**src/rtl/alu8_pkg.sv**
```systemverilog
package alu8_pkg;

  typedef enum logic [4:0] {
    OP_ADD = 5'd0,
    OP_ADC = 5'd1,
    OP_SUB = 5'd2,
    OP_SBC = 5'd3,
    OP_DAA = 5'd4,
    OP_AND = 5'd5,
    OP_OR  = 5'd6,
    OP_XOR = 5'd7,
    OP_CPL = 5'd8,
    OP_RL  = 5'd9,
    OP_RR  = 5'd10,
    OP_RLC = 5'd11,
    OP_RRC = 5'd12,
    OP_INC = 5'd13,
    OP_DEC = 5'd14,
    OP_SZ  = 5'd15,
    OP_SNZ = 5'd16,
    OP_SIZ = 5'd17,
    OP_SDZ = 5'd18
  } op_e;

  // flag vector order shared by values and enables
  typedef struct packed {
    logic c;
    logic ac;
    logic z;
    logic ov;
  } flags_t;

  localparam int NIB = 4;

endpackage

```
**src/rtl/alu8_adder.sv**
```systemverilog
// Ripple adder that exposes the internal carries needed for the
// half-carry and overflow flags.
module alu8_adder #(
  parameter int DW  = 8,
  parameter int NIB = 4
) (
  input  logic [DW-1:0] x,
  input  logic [DW-1:0] y,
  input  logic          cin,
  output logic [DW-1:0] sum,
  output logic          cout,
  output logic          half,
  output logic          into_msb
);

  logic [DW:0] cy;

  assign cy[0] = cin;

  genvar i;
  generate
    for (i = 0; i < DW; i++) begin : g_bit
      assign sum[i]  = x[i] ^ y[i] ^ cy[i];
      assign cy[i+1] = (x[i] & y[i]) | (x[i] & cy[i]) | (y[i] & cy[i]);
    end
  endgenerate

  assign cout     = cy[DW];
  assign half     = cy[NIB];
  assign into_msb = cy[DW-1];

endmodule

```
**src/rtl/alu8_logic.sv**
```systemverilog
// Bitwise operations; complement acts on the second operand only.
module alu8_logic
  import alu8_pkg::*;
#(
  parameter int DW = 8
) (
  input  op_e           op,
  input  logic [DW-1:0] a,
  input  logic [DW-1:0] b,
  output logic [DW-1:0] r
);

  always_comb begin
    unique case (op)
      OP_AND:  r = a & b;
      OP_OR:   r = a | b;
      OP_XOR:  r = a ^ b;
      OP_CPL:  r = ~b;
      default: r = '0;
    endcase
  end

endmodule

```
**src/rtl/alu8_rot.sv**
```systemverilog
// Plain and through-carry rotates of the second operand.
module alu8_rot
  import alu8_pkg::*;
#(
  parameter int DW = 8
) (
  input  op_e           op,
  input  logic [DW-1:0] b,
  input  logic          cin,
  output logic [DW-1:0] r,
  output logic          cout
);

  always_comb begin
    r    = '0;
    cout = 1'b0;
    unique case (op)
      OP_RL:  r = {b[DW-2:0], b[DW-1]};
      OP_RR:  r = {b[0], b[DW-1:1]};
      OP_RLC: begin
        r    = {b[DW-2:0], cin};
        cout = b[DW-1];
      end
      OP_RRC: begin
        r    = {cin, b[DW-1:1]};
        cout = b[0];
      end
      default: begin
        r    = '0;
        cout = 1'b0;
      end
    endcase
  end

endmodule

```
**src/rtl/alu8_daa.sv**
```systemverilog
// Decimal adjust: builds the correction constant and adds it.
module alu8_daa #(
  parameter int DW  = 8,
  parameter int NIB = 4
) (
  input  logic [DW-1:0] a,
  input  logic          cin,
  input  logic          acin,
  output logic [DW-1:0] r,
  output logic          cout
);

  localparam logic [NIB-1:0] DIGIT_MAX = NIB'(9);
  localparam logic [NIB-1:0] FIX       = NIB'(6);

  logic [DW-1:0] adj;
  logic          lo_fix;
  logic          hi_fix;
  logic          unused_half;
  logic          unused_msb;

  assign lo_fix = (a[NIB-1:0] > DIGIT_MAX) | acin;
  assign hi_fix = (a[2*NIB-1:NIB] > DIGIT_MAX) | cin;

  always_comb begin
    adj = '0;
    if (lo_fix) adj[NIB-1:0]     = FIX;
    if (hi_fix) adj[2*NIB-1:NIB] = FIX;
  end

  alu8_adder #(.DW(DW), .NIB(NIB)) u_fix_add (
    .x        (a),
    .y        (adj),
    .cin      (1'b0),
    .sum      (r),
    .cout     (cout),
    .half     (unused_half),
    .into_msb (unused_msb)
  );

endmodule

```
**src/rtl/alu8_core.sv**
```systemverilog
// Top: operation select, flag enables, skip decision, output registers.
module alu8_core
  import alu8_pkg::*;
#(
  parameter int DW = 8
) (
  input  logic          clk,
  input  logic          rst,
  input  logic [4:0]    op_i,
  input  logic [DW-1:0] acc_i,
  input  logic [DW-1:0] opd_i,
  input  logic          c_i,
  input  logic          ac_i,
  output logic [DW-1:0] res_o,
  output logic          c_o,
  output logic          ac_o,
  output logic          z_o,
  output logic          ov_o,
  output logic [3:0]    upd_o,
  output logic          skip_o
);

  localparam logic [DW-1:0] ONE = DW'(1);

  op_e op;
  assign op = op_e'(op_i);

  // shared add/subtract path
  logic          is_sub;
  logic [DW-1:0] ad_y;
  logic          ad_cin;
  logic [DW-1:0] ad_sum;
  logic          ad_cout;
  logic          ad_half;
  logic          ad_msb;

  always_comb begin
    is_sub = (op == OP_SUB) || (op == OP_SBC);
    ad_y   = is_sub ? ~opd_i : opd_i;
    unique case (op)
      OP_SUB:         ad_cin = 1'b1;
      OP_ADC, OP_SBC: ad_cin = c_i;
      default:        ad_cin = 1'b0;
    endcase
  end

  alu8_adder #(.DW(DW), .NIB(NIB)) u_main_add (
    .x        (acc_i),
    .y        (ad_y),
    .cin      (ad_cin),
    .sum      (ad_sum),
    .cout     (ad_cout),
    .half     (ad_half),
    .into_msb (ad_msb)
  );

  logic [DW-1:0] daa_r;
  logic          daa_c;

  alu8_daa #(.DW(DW), .NIB(NIB)) u_daa (
    .a    (acc_i),
    .cin  (c_i),
    .acin (ac_i),
    .r    (daa_r),
    .cout (daa_c)
  );

  logic [DW-1:0] lg_r;

  alu8_logic #(.DW(DW)) u_logic (
    .op (op),
    .a  (acc_i),
    .b  (opd_i),
    .r  (lg_r)
  );

  logic [DW-1:0] rot_r;
  logic          rot_c;

  alu8_rot #(.DW(DW)) u_rot (
    .op   (op),
    .b    (opd_i),
    .cin  (c_i),
    .r    (rot_r),
    .cout (rot_c)
  );

  logic [DW-1:0] inc_r;
  logic [DW-1:0] dec_r;
  assign inc_r = opd_i + ONE;
  assign dec_r = opd_i - ONE;

  // next-state selection
  logic [DW-1:0] res_n;
  flags_t        flg_n;
  flags_t        en_n;
  logic          skip_n;

  always_comb begin
    res_n  = '0;
    flg_n  = '0;
    en_n   = '0;
    skip_n = 1'b0;
    unique case (op)
      OP_ADD, OP_ADC, OP_SUB, OP_SBC: begin
        res_n    = ad_sum;
        flg_n.c  = ad_cout;
        flg_n.ac = ad_half;
        flg_n.z  = (ad_sum == '0);
        flg_n.ov = ad_msb ^ ad_cout;
        en_n     = 4'b1111;
      end
      OP_DAA: begin
        res_n   = daa_r;
        flg_n.c = daa_c;
        en_n.c  = 1'b1;
      end
      OP_AND, OP_OR, OP_XOR, OP_CPL: begin
        res_n   = lg_r;
        flg_n.z = (lg_r == '0);
        en_n.z  = 1'b1;
      end
      OP_RL, OP_RR: begin
        res_n = rot_r;
      end
      OP_RLC, OP_RRC: begin
        res_n   = rot_r;
        flg_n.c = rot_c;
        en_n.c  = 1'b1;
      end
      OP_INC: begin
        res_n   = inc_r;
        flg_n.z = (inc_r == '0);
        en_n.z  = 1'b1;
      end
      OP_DEC: begin
        res_n   = dec_r;
        flg_n.z = (dec_r == '0);
        en_n.z  = 1'b1;
      end
      OP_SZ: begin
        res_n  = opd_i;
        skip_n = (opd_i == '0);
      end
      OP_SNZ: begin
        res_n  = opd_i;
        skip_n = (opd_i != '0);
      end
      OP_SIZ: begin
        res_n  = inc_r;
        skip_n = (inc_r == '0);
      end
      OP_SDZ: begin
        res_n  = dec_r;
        skip_n = (dec_r == '0);
      end
      default: begin
        res_n  = '0;
        flg_n  = '0;
        en_n   = '0;
        skip_n = 1'b0;
      end
    endcase
  end

  always_ff @(posedge clk) begin
    if (rst) begin
      res_o  <= '0;
      c_o    <= 1'b0;
      ac_o   <= 1'b0;
      z_o    <= 1'b0;
      ov_o   <= 1'b0;
      upd_o  <= '0;
      skip_o <= 1'b0;
    end else begin
      res_o  <= res_n;
      c_o    <= flg_n.c;
      ac_o   <= flg_n.ac;
      z_o    <= flg_n.z;
      ov_o   <= flg_n.ov;
      upd_o  <= en_n;
      skip_o <= skip_n;
    end
  end

endmodule

```
**config.mk**
```make
export PLATFORM = sky130hd
export DESIGN_NAME = alu8_core
export DESIGN_NICKNAME = d
export VERILOG_FILES = /design/src/rtl/alu8_pkg.sv /design/src/rtl/alu8_adder.sv /design/src/rtl/alu8_logic.sv /design/src/rtl/alu8_rot.sv /design/src/rtl/alu8_daa.sv /design/src/rtl/alu8_core.sv
export SDC_FILE = /design/constraint.sdc
export NUM_CORES = 1
export LEC_CHECK = 0
export ABC_CLOCK_PERIOD_IN_PS = 6500
export CAP_MARGIN = 25
export CORE_MARGIN = 2
export CORE_UTILIZATION = 60
export CTS_BUF_LIST = sky130_fd_sc_hd__clkbuf_8
export CTS_CLUSTER_DIAMETER = 200
export CTS_CLUSTER_SIZE = 12
export DETAILED_ROUTE_END_ITERATION = 6
export DONT_BUFFER_PORTS = 1
export HOLD_SLACK_MARGIN = 0.12
export PLACE_DENSITY = 0.9
export SYNTH_ARGS = -nofsm -noshare
export SYNTH_HDL_FRONTEND = slang
export SYNTH_SLANG_ARGS = --single-unit
```
**constraint.sdc**
```tcl
create_clock -name clk -period 6.5 [get_ports clk]
set_input_delay 1.95 -clock clk [delete_from_list [all_inputs] [get_ports clk]]
set_output_delay 1.95 -clock clk [all_outputs]
set_load 0.03 [all_outputs]
```
==> results of run 1 <==
==> worst max-delay path by stage <==
stage | from | end | depth (start not counted)
after global routing | op_i[4] | z_o | 16
after detailed placement | op_i[4] | z_o | 16
after CTS | op_i[4] | z_o | 16
after floorplan | op_i[4] | z_o | 19
after global placement | op_i[4] | z_o | 16
final | op_i[4] | z_o | 16
==> cells by family (layout without fill, tap and decap cells) <==
logic type / Yosys count / after routing / synth area share (%)
AO/OA/AOI/OAI: 81 / 81 / 25.0
XOR/XNOR: 13 / 13 / 4.70
adder cells (fa/ha/maj): 36 / 36 / 21.7
buffers and inverters: 42 / 27 / 8.58
flip-flops: 16 / 16 / 13.2
multiplexers: 1 / 1 / 0.413
AND/OR/NAND/NOR: 115 / 115 / 26.4
==> sequential cells by signal, indices dropped and copies added (netlist names) <==
register	count
z_o	1
ac_o	1
c_o	1
upd_o	3
res_o	8
skip_o	1
ov_o	1
==> through the flow <==
| step | util, % | setup slack, ns | hold slack (ns) |
|---|---|---|---|
| CTS | 62.0 | 0.398 | 1.76 |
| finish | 62.0 | 0.332 | 1.77 |
| detailed placement | 60.9 | 0.151 | 2.03 |
| global route | 62.0 | 0.170 | 1.77 |
| floorplan | - | 0.0278 | 2.02 |
| global placement | 60.9 | 0.269 | 2.03 |
==> critical path: stages <==
cell	delay [ns]
nor3_4	0.32
and2_1	0.22
xnor2_1	0.09
fa_1	0.41
fa_2	0.35
fa_2	0.35
fa_2	0.36
fa_1	0.39
fa_1	0.36
inv_1	0.09
fa_2	0.24
fa_1	0.45
nor4b_1	0.16
and3_1	0.16
o31ai_1	0.25
o41ai_1	0.13
==> cell type report <==
cell class	count	area, µm²
clock buffers	3	41.3
fillers	342	1500
inverters	20	75.1
multi-input cells	246	1910
flip-flops and latches	16	320
well taps	50	62.6
repair buffers	4	30.0
==> layer usage <==
layer,vias to the layer above,track usage (%),part of all wire (%)
met5,-,0,0
met4,0,11.7,3.7
met3,25,5.00,13
met2,216,51.7,43
met1,1149,46.6,40
li1,1098,-,-
==> Yosys cell counts, drive strengths merged, types with 4 or more instances <==
master   count
a211oi       5
a21boi       4
a21oi       10
a221oi       4
a222oi       7
a31oi        5
and2         6
and3         5
buf         18
clkbuf       4
dfxtp       16
fa          10
ha          26
inv         20
nand2       26
nand2b       4
nand3        4
nand4        5
nor2        24
nor2b        4
nor3        10
nor3b        4
nor4b        5
o21ai       13
o2bb2ai      4
o31a         4
xnor2       12
==> power by group <==
| group | leakage [nW] | total (mW) | internal, mW | switching, mW |
|---|---|---|---|---|
| registers | 0.131 | 0.115 | 0.103 | 0.0122 |
| clock network | 0.0216 | 0.0731 | 0.0411 | 0.0320 |
| logic | 0.800 | 0.113 | 0.0512 | 0.0614 |
| total | 0.952 | 0.301 | 0.196 | 0.106 |
==> results.yml, run 1 <==
sta:
  rsz0062_at_grt: "no"
  finalCriticalPeriod_ns: 6.17
  period_share_pct: 94.9
  fin_tns_setup_ns: 0
  finalMaxSlewViolations: 0
  clock.fmax_mhz: 162
  slew_headroom_pct: 34.4
  setup_violations: 0
  finalHoldViolations: 0
  tightestPinTransition_ns: 0.977
final_layout:
  design_area_um2: 2440
  diodes: 0
  final_nets: 352
  drive_gt1_share_pct: 6.92
  final_common_cell: "ha_1"
  fin_cells: 339
  syn_to_final_growth_pct: 0.930
  final_cell_mix: "ha_1, nand2_1, nor2_1"
power_and_ir_drop:
  power_mw: 0.301
  ir_worst_vdd_uv: 50.1
  p_leak_nw: 0.952
  cellPowerDensity_nw_per_um2: 123
global_route:
  grt-ovfl-total: 0
  grt_max_degree: 23
  grt_pass1_vias: 2131
  grt_usage_pct: 33.3
  antenna_found_initial: 0
  grt_pass1_wl_mm: 11.2
die:
  initial_core_util_pct: 61.4
  die_area_um2: 4560
  die-height_um: 67.5
  fp-row-count: 23
  die_x_um: 67.5
  design.core.area_um2: 3940
  io_pins: 42
cts:
  htreeDepth: 1
  ctsResizeCount: 0
  clk_pin_slew_ns: 0.06
  postCtsSetupRepairBufs: 0
  clock-sinks: 16
  hold_buffers: 0
  cts_made_buffers: 3
  root_buffer: "clkbuf_8"
  cts_tree: "done"
  clk_path_buf_depth: 2
routing:
  drc: 5
  routed-via-count: 2488
  first_iter_violations: 370
  firstDrtPassIters: 7
  drt_wl_total_mm: 7.32
  wl_per_cell_um: 21.6
  route.detailed.vias_per_inst: 7.34
  ant_nets: 0
synthesis:
  yosys-top-cells-area: "ha_1, dfxtp_1, fa_1"
  ys_seq_elements: 16
  ys.flop_type: "dfxtp_1"
  yosys.area.top_type_share_pct: 13.4
  seq_area_frac_synth_pct: 13.2
  synthesis.area_um2: 2420
  synth.distinct_cells: 62
  synth_top_area_cell: "ha_1"
  syn_inst: 304
  syn-num-nets: 365
  async_flop_share_pct: 0
  synth-edff-count: 0
  syn_area_per_cell_um2: 7.96
  yosysWarnings: 0
critical_path:
  crit_fanout: 18
  required_ns: 6.62
  arrival_ns: 6.28
  endpoint_kind: "flop"
  cp-start-kind: "primary input"
  critPathKind: "primary input to flop"
hold_path:
  min_path_type: "primary input to flop"
  hp-start: "rst"
  hold_path_depth: 1
  min_to: "skip_o"
place:
  io_buffers: 0
  postPlaceCellArea_um2: 2400
  routabilityCongestion: 0.996
  place_inst: 336
  post-dp-hpwl_mm: 5.51
run_status:
  status: "finished with violations"
  violations: "DRC"
run:
  maxCapViolations: 0
No activity file was read; power rests on OpenSTA's default activity.
==> run 2, diff against run 1 <==
CORE_MARGIN = default   (was 2)
==> run 2 against run 1 <==
Compared with the run above: worst hold slack worse by 0.012 ns; global-route usage grew 3.3 points; die area shrank 5.8%; worst setup slack got worse by 0.0055 ns; fmax hardly changed; power grew 6.7%; the run still ends with DRC left; cell count down 0.59%; sequential power barely moved; via count shrank 1.1%; critical path depth stayed put; sequential cell count stayed put.
==> results.yml, run 2 (same netlist as run 1, synthesis figures left out) <==
run_status:
  status: "finished with violations"
  violations: "DRC"
routing:
  wl_per_cell_um: 21.4
  route.detailed.vias_per_inst: 7.30
  ant_nets: 0
  drt_wl_total_mm: 7.21
  routed-via-count: 2460
  drc: 1
  first_iter_violations: 392
  firstDrtPassIters: 7
global_route:
  grt-ovfl-total: 0
  grt_max_degree: 23
  grt_pass1_wl_mm: 11.8
  grt_pass1_vias: 2360
  grt_usage_pct: 36.5
  antenna_found_initial: 0
sta:
  finalCriticalPeriod_ns: 6.17
  setup_violations: 0
  finalMaxSlewViolations: 0
  fin_tns_setup_ns: 0
  finalHoldViolations: 0
  period_share_pct: 95.0
  tightestPinTransition_ns: 0.964
  clock.fmax_mhz: 162
  slew_headroom_pct: 35.2
  hold_slack_ns: 1.75
  rsz0062_at_grt: "no"
final_layout:
  final_cell_mix: "ha_1, nand2_1, nor2_1"
  diodes: 0
  final_nets: 351
  drive_gt1_share_pct: 6.92
  fin_cells: 337
  top_regs: "res_o: 8 flops, upd_o: 3 flops"
  syn_to_final_growth_pct: 1.09
  largest_reg_flops: 8
  regMostFlops: "res_o"
  final_common_cell: "ha_1"
power_and_ir_drop:
  ir_worst_vdd_uv: 74.4
  cellPowerDensity_nw_per_um2: 131
  p_leak_nw: 0.954
critical_path:
  arrival_ns: 6.31
  startpoint: "op_i[4]"
  critPathKind: "primary input to flop"
  endpoint_kind: "flop"
  required_ns: 6.64
  cp-start-kind: "primary input"
  crit_fanout: 18
  cp-endpoint: "z_o"
die:
  fp-row-count: 22
  io_pins: 42
  die_area_um2: 4290
  die_x_um: 65.5
  die-height_um: 65.5
  initial_core_util_pct: 64.2
  design.core.area_um2: 3770
cts:
  hold_buffers: 0
  root_buffer: "clkbuf_8"
  ctsResizeCount: 0
  postCtsSetupRepairBufs: 0
  cts_made_buffers: 3
  clk_path_buf_depth: 2
  clock-sinks: 16
  htreeDepth: 1
  cts_tree: "done"
  clk_pin_slew_ns: 0.07
hold_path:
  min_path_type: "primary input to flop"
  hold_path_depth: 1
  hp-start: "rst"
place:
  routabilityCongestion: 1.02
  place_inst: 333
  post-dp-hpwl_mm: 5.41
  io_buffers: 0
run:
  maxCapViolations: 0
run 2: cell count changes in the layout (fill, tap and decap cells not counted), sizes merged:
cell and delta:
buf -1, clkbuf +1
run 2: worst max-delay path, cell delays in order:
cell and delay (ns):
nor3_4 0.29, and2_1 0.21, xnor2_1 0.09, fa_1 0.43
fa_2 0.36, fa_2 0.35, fa_2 0.37, fa_1 0.40
fa_1 0.38, inv_1 0.09, fa_2 0.23, fa_1 0.46
nor4b_1 0.17, and3_1 0.16, o31ai_1 0.25, o41ai_1 0.11
run 2: through the flow:
step | setup WS, ns | area (µm²) | power, mW | util, %
after floorplan | 0.0278 | 2450 | 0.214 | -
after global placement | 0.241 | 2390 | 0.224 | 63.4
after detailed placement | 0.133 | 2390 | 0.226 | 63.4
after CTS | 0.379 | 2450 | 0.318 | 64.9
after global routing | 0.178 | 2450 | 0.336 | 64.9
final | 0.326 | 2450 | 0.321 | 64.9
run 2: worst min path at each step:
| stage | endpoint |
|---|---|
| floorplan | res_o[0] |
| global placement | res_o[0] |
| detailed placement | skip_o |
| CTS | skip_o |
| global route | skip_o |
| finish | skip_o |
run 2: power breakdown:
| group | internal, mW | switching [mW] | total (mW) |
|---|---|---|---|
| Sequential | 0.103 | 0.0121 | 0.115 |
| Combinational | 0.0512 | 0.0609 | 0.112 |
| Clock | 0.0540 | 0.0399 | 0.0939 |
| Total | 0.208 | 0.113 | 0.321 |
run 2: area by class of cell:
class / count / area [µm²]
multi-input combinational: 246 / 1910
fill: 313 / 1320
sequential: 16 / 320
inverter: 20 / 75.1
tap: 48 / 60.1
clock buffer: 4 / 55.1
timing repair buffer: 3 / 22.5
run 2: routing by layer:
layer / vias to the layer above / wire (µm) / track usage (%)
met4: 0 / 284 / 15.2
met5: - / 0 / 0
met3: 31 / 867 / 6.08
met1: 1136 / 2830 / 48.0
li1: 1093 / - / -
met2: 200 / 3220 / 58.6
